File: src/rtl/illx_pkg.sv
package illx_pkg;
  localparam int unsigned XLEN       = 32;
  localparam int unsigned ILEN       = 16;
  localparam int unsigned MD_POS     = 30;
  localparam int unsigned RB_POS     = 29;
  localparam int unsigned BL_POS     = 28;
  localparam logic [15:0] TRAP_OP    = 16'hFFFD;
  localparam logic [31:0] EVT_ILLEGAL = 32'h0000_0180;
  localparam logic [31:0] VEC_OFFSET = 32'h0000_0100;

  typedef struct packed {
    logic [XLEN-1:0] pc;
    logic [XLEN-1:0] sr;
    logic [XLEN-1:0] r15;
    logic [XLEN-1:0] vbr;
  } ctx_t;
endpackage

File: src/rtl/illx_detect.sv
module illx_detect #(
  parameter int unsigned ILEN    = 16,
  parameter int unsigned XLEN    = 32,
  parameter int unsigned MD_POS  = 30,
  parameter logic [ILEN-1:0] TRAP_OP = '1
) (
  input  logic            valid,
  input  logic            undef,
  input  logic            priv,
  input  logic            gbr_ctl,
  input  logic [ILEN-1:0] opcode,
  input  logic [XLEN-1:0] sr,
  input  logic            slot,
  output logic            take
);
  logic undef_hit;
  logic priv_hit;
  logic user_mode;

  always_comb begin
    user_mode = ~sr[MD_POS];
    undef_hit = undef | (opcode == TRAP_OP);
    priv_hit  = priv & ~gbr_ctl & user_mode;
    take      = valid & ~slot & (undef_hit | priv_hit);
  end
endmodule

File: src/rtl/illx_slot.sv
module illx_slot (
  input  logic clk,
  input  logic rst_n,
  input  logic valid,
  input  logic branch,
  input  logic take,
  output logic slot
);
  logic slot_d;

  always_comb begin
    slot_d = slot;
    if (take)
      slot_d = 1'b0;
    else if (valid)
      slot_d = branch & ~slot;
  end

  always_ff @(posedge clk) begin
    if (!rst_n) slot <= 1'b0;
    else        slot <= slot_d;
  end
endmodule

File: src/rtl/illx_regs.sv
module illx_regs
  import illx_pkg::*;
#(
  parameter int unsigned W       = 32,
  parameter int unsigned MD_BIT  = 30,
  parameter int unsigned RB_BIT  = 29,
  parameter int unsigned BL_BIT  = 28,
  parameter logic [W-1:0] CODE   = 32'h180,
  parameter logic [W-1:0] OFFSET = 32'h100
) (
  input  logic         clk,
  input  logic         rst_n,
  input  logic         take,
  input  ctx_t         ctx,
  output logic         pulse,
  output logic [W-1:0] spc,
  output logic [W-1:0] ssr,
  output logic [W-1:0] sgr,
  output logic [W-1:0] evt,
  output logic [W-1:0] sr_o,
  output logic [W-1:0] pc_o
);
  localparam logic [W-1:0] SET_MASK =
    (W'(1) << MD_BIT) | (W'(1) << RB_BIT) | (W'(1) << BL_BIT);

  always_ff @(posedge clk) begin
    if (!rst_n) begin
      pulse <= 1'b0;
      spc   <= '0;
      ssr   <= '0;
      sgr   <= '0;
      evt   <= '0;
      sr_o  <= '0;
      pc_o  <= '0;
    end else begin
      pulse <= take;
      if (take) begin
        spc  <= ctx.pc;
        ssr  <= ctx.sr;
        sgr  <= ctx.r15;
        evt  <= CODE;
        sr_o <= ctx.sr | SET_MASK;
        pc_o <= ctx.vbr + OFFSET;
      end
    end
  end
endmodule

File: src/rtl/illx_entry.sv
module illx_entry
  import illx_pkg::*;
(
  input  logic            clk,
  input  logic            rst_n,
  input  logic            dec_valid,
  input  logic            dec_undef,
  input  logic            dec_priv,
  input  logic            dec_branch,
  input  logic            dec_gbr_ctl,
  input  logic [ILEN-1:0] dec_opcode,
  input  logic [XLEN-1:0] cur_pc,
  input  logic [XLEN-1:0] cur_sr,
  input  logic [XLEN-1:0] cur_r15,
  input  logic [XLEN-1:0] cur_vbr,
  output logic            exc_pulse,
  output logic            in_slot,
  output logic [XLEN-1:0] saved_pc,
  output logic [XLEN-1:0] saved_sr,
  output logic [XLEN-1:0] saved_r15,
  output logic [XLEN-1:0] exc_code,
  output logic [XLEN-1:0] new_sr,
  output logic [XLEN-1:0] new_pc
);
  logic take;
  ctx_t ctx;

  assign ctx = '{pc: cur_pc, sr: cur_sr, r15: cur_r15, vbr: cur_vbr};

  illx_detect #(
    .ILEN(ILEN), .XLEN(XLEN), .MD_POS(MD_POS), .TRAP_OP(TRAP_OP)
  ) detect_i (
    .valid(dec_valid), .undef(dec_undef), .priv(dec_priv),
    .gbr_ctl(dec_gbr_ctl), .opcode(dec_opcode), .sr(cur_sr),
    .slot(in_slot), .take(take)
  );

  illx_slot slot_i (
    .clk(clk), .rst_n(rst_n), .valid(dec_valid),
    .branch(dec_branch), .take(take), .slot(in_slot)
  );

  illx_regs #(
    .W(XLEN), .MD_BIT(MD_POS), .RB_BIT(RB_POS), .BL_BIT(BL_POS),
    .CODE(EVT_ILLEGAL), .OFFSET(VEC_OFFSET)
  ) regs_i (
    .clk(clk), .rst_n(rst_n), .take(take), .ctx(ctx),
    .pulse(exc_pulse), .spc(saved_pc), .ssr(saved_sr), .sgr(saved_r15),
    .evt(exc_code), .sr_o(new_sr), .pc_o(new_pc)
  );
endmodule

File: config.mk
export PLATFORM = sky130hd
export DESIGN_NAME = illx_entry
export DESIGN_NICKNAME = d
export VERILOG_FILES = /design/src/rtl/illx_pkg.sv /design/src/rtl/illx_detect.sv /design/src/rtl/illx_slot.sv /design/src/rtl/illx_regs.sv /design/src/rtl/illx_entry.sv
export SDC_FILE = /design/constraint.sdc
export NUM_CORES = 1
export LEC_CHECK = 0
export CAP_MARGIN = 20
export CORE_AREA = 2 2 135 137
export CTS_CLUSTER_DIAMETER = 40
export DETAILED_ROUTE_END_ITERATION = 8
export DIE_AREA = 0 0 137 139
export DONT_BUFFER_PORTS = 1
export REMOVE_ABC_BUFFERS = 1
export SLEW_MARGIN = 20
export SYNTH_ARGS = -nofsm -noshare
export SYNTH_HDL_FRONTEND = slang
export SYNTH_SLANG_ARGS = --single-unit
File: constraint.sdc
create_clock -name clk -period 1.7 [get_ports clk]
set_input_delay 0.17 -clock clk [delete_from_list [all_inputs] [get_ports clk]]
set_output_delay 0.17 -clock clk [all_outputs]
set_load 0.02 [all_outputs]
==> flow_summary.toml <==
[clock_tree]
clock_sink_count = 131
htreeDepth = 4
ctsResizeCount = 0
clock_latency_ns = 0.40
cts_tree = "done"
ctsRootBufferMaster = "clkbuf_16"
cts_buffers = 17
clk_path_buf_depth = 2
path_clk_slew_ns = 0.06
postCtsSetupBuffers = 0

[grt]
grt_pass1_vias = 4611
grt_max_degree = 69
grtUsageTotal = 0.146
overflow = 0
antenna_found_initial = 0
grt_pass1_wl_microns = 22200

[floorplan]
die_h_microns = 139
die-area_sq_um = 19000
std_cell_rows = 49
ios = 345
core_sq_um = 17700
initial_core_util = 0.303
fp.dieW_microns = 137

[setup_path]
arrival_ns = 1.77
crit_type = "reg2reg"
cp_max_fo = 2
worstPathRequired_ns = 2.03
cp-start-kind = "register"
endpoint_kind = "register"

[synthesis]
synth-main-ff-cell = "dfxtp_1"
synthCells = 673
synth_area_per_cell_sq_um = 7.96
syn_area_sq_um = 5360
synth.mux.area_fraction = 0
synth-edff-count = 0
seq_area_frac_synth = 0.490
synth_top_family_by_area = "simple AND/OR/NAND/NOR gates"
synth_xor_xnor_area_share = 0.0360
postSynth.asyncResetShare = 0
synth_compound_area_frac = 0.140
yosys.area_share.adder = 0.00234
ys_ff_latch = 131
synthSimpleGateAreaFrac = 0.205
yosysWarnings = 0
synth.distinct_cells = 26

[cells_and_area]
finalInstanceArea_sq_um = 7320
fin_util = 0.415
final_cell_mix = "nand2_1 (219), dfxtp_1 (131), dlygate4sd3_1 (127), a21oi_1 (117), conb_1 (30)"
area_delta_synth_final_pct = 36.7
mostFrequentLayoutCell = "nand2_1"
nets = 921
diodes = 0
drive_gt1_frac = 0.0806

[run_status]
status = "finished, final reports clean"

[job]
cap_violations = 0

[sta]
rsz0062_at_grt = "false"
fin_crit_ns = 1.44
setup_viol = 0
fmax_mhz = 693
skew_ns = 0.00488
fin_crit_sh = 0.849
hold_viol = 0
report.final.slew_viol_count = 0

[placed_design]
place_congestion = 0.751
io_buffers = 0
dp_hpwl_microns = 9570
placed_area_sq_um = 5420

[drt]
drc = 0
num_vias = 4655
detail_route.first_pass.iterations = 4
viasPerCell = 4.60
antenna_left = 0
wirelength_microns = 14700
drt-initial-drc-count = 155
wl_per_cell_microns = 14.5

[hold_path]
min_path_type = "in2reg"

[pwr]
power_leakage_nw = 2.75
irDropWorstVdd_mv = 0.610
powerDensity_nw_per_um2 = 1150
-- what timing repair did --
action	4_1_cts	5_1_grt
hold buffers	127	0
hold endpoints to repair	125	0
endpoints found under the setup margin	0	0
-- power by group --
part / internal (mW) / switching [mW] / leakage (nW)
clock: 2.48 / 1.41 / 0.302
sequential: 3.25 / 0.391 / 1.07
combinational: 0.416 / 0.458 / 1.38
total: 6.15 / 2.26 / 2.75
-- cell type report --
cell class / instances / area [sq um]
Sequential cell: 131 / 2620
Timing Repair Buffer: 153 / 1590
Fill cell: 1712 / 10300
Inverter: 2 / 8.76
Clock buffer: 18 / 429
Clock inverter: 14 / 201
Multi-Input combinational cell: 464 / 2180
Tap cell: 229 / 287
-- routing by layer --
metal,up-vias,share of wire,GRT usage
met5,-,0,0
met4,0,0.015,0.0526
met3,19,0.099,0.0603
met2,218,0.51,0.264
met1,2111,0.37,0.150
li1,2307,-,-
-- cells in the mapped netlist (2+ instances only) --
| cell | instances | area share |
|---|---|---|
| clkbuf_1 | 21 | 0.015 |
| a21oi_1 | 117 | 0.11 |
| xnor2_1 | 6 | 0.0098 |
| nand4_1 | 9 | 0.011 |
| nor3_1 | 3 | 0.0028 |
| and3_1 | 5 | 0.0058 |
| nor2_1 | 19 | 0.013 |
| nand2_1 | 219 | 0.15 |
| a211oi_1 | 12 | 0.017 |
| inv_1 | 2 | 0.0014 |
| o21ai_0 | 11 | 0.010 |
| xor2_1 | 16 | 0.026 |
| buf_4 | 66 | 0.093 |
| buf_2 | 18 | 0.017 |
| dfxtp_1 | 131 | 0.49 |
| nor2b_1 | 2 | 0.0023 |
| nand3_1 | 7 | 0.0065 |
-- worst max-delay path, stage by stage, from the launching register on --
cell and delay, ns:
dfxtp_1 0.31, nor2b_1 0.18, buf_4 0.16, a21oi_1 0.06, dlygate4sd3_1 0.55, nor3_1 0.11
-- final timing paths --
check / startpoint / endpoint / slack (ns) / cells after the start
max: slot_i.slot$_SDFFE_PP0P_ / slot_i.slot$_SDFFE_PP0P_ / 0.26 / 5
min reg2reg: regs_i.ssr[11]$_SDFFE_PN0P_ / regs_i.ssr[11]$_SDFFE_PN0P_ / 0.46 / 2
min: cur_vbr[16] / regs_i.pc_o[16]$_SDFFE_PN0P_ / 0.02 / 2
max reg2reg: slot_i.slot$_SDFFE_PP0P_ / slot_i.slot$_SDFFE_PP0P_ / 0.26 / 5
-- stage by stage --
stage	TNS [ns]	hold WS [ns]	setup slack, ns	instances	total power [mW]
global placement	0	0.270	0.161	852	4.32
floorplan	-308.03	0.266	-2.41	597	4.11
CTS	0	0.0106	0.277	1011	8.51
finish	0	0.0236	0.257	1011	8.40
detailed placement	0	0.271	0.136	852	4.33
global route	0	0.0212	0.138	1011	8.76
-- cells by family after synthesis --
kind of cell	after synthesis
fa+ha+maj	1
xor+xnor	22
simple gates	269
compound gates	142
buf+inv	107
other cells	1
flops	131
-- registers in the layout (all words and copies together), names as in the netlist --
name and count:
regs_i.pc_o 32, regs_i.sgr 32, regs_i.spc 32, regs_i.ssr 32, regs_i.pulse 1, regs_i.sr_o 1, slot_i.slot 1
(Power assumes the default switching activity.)
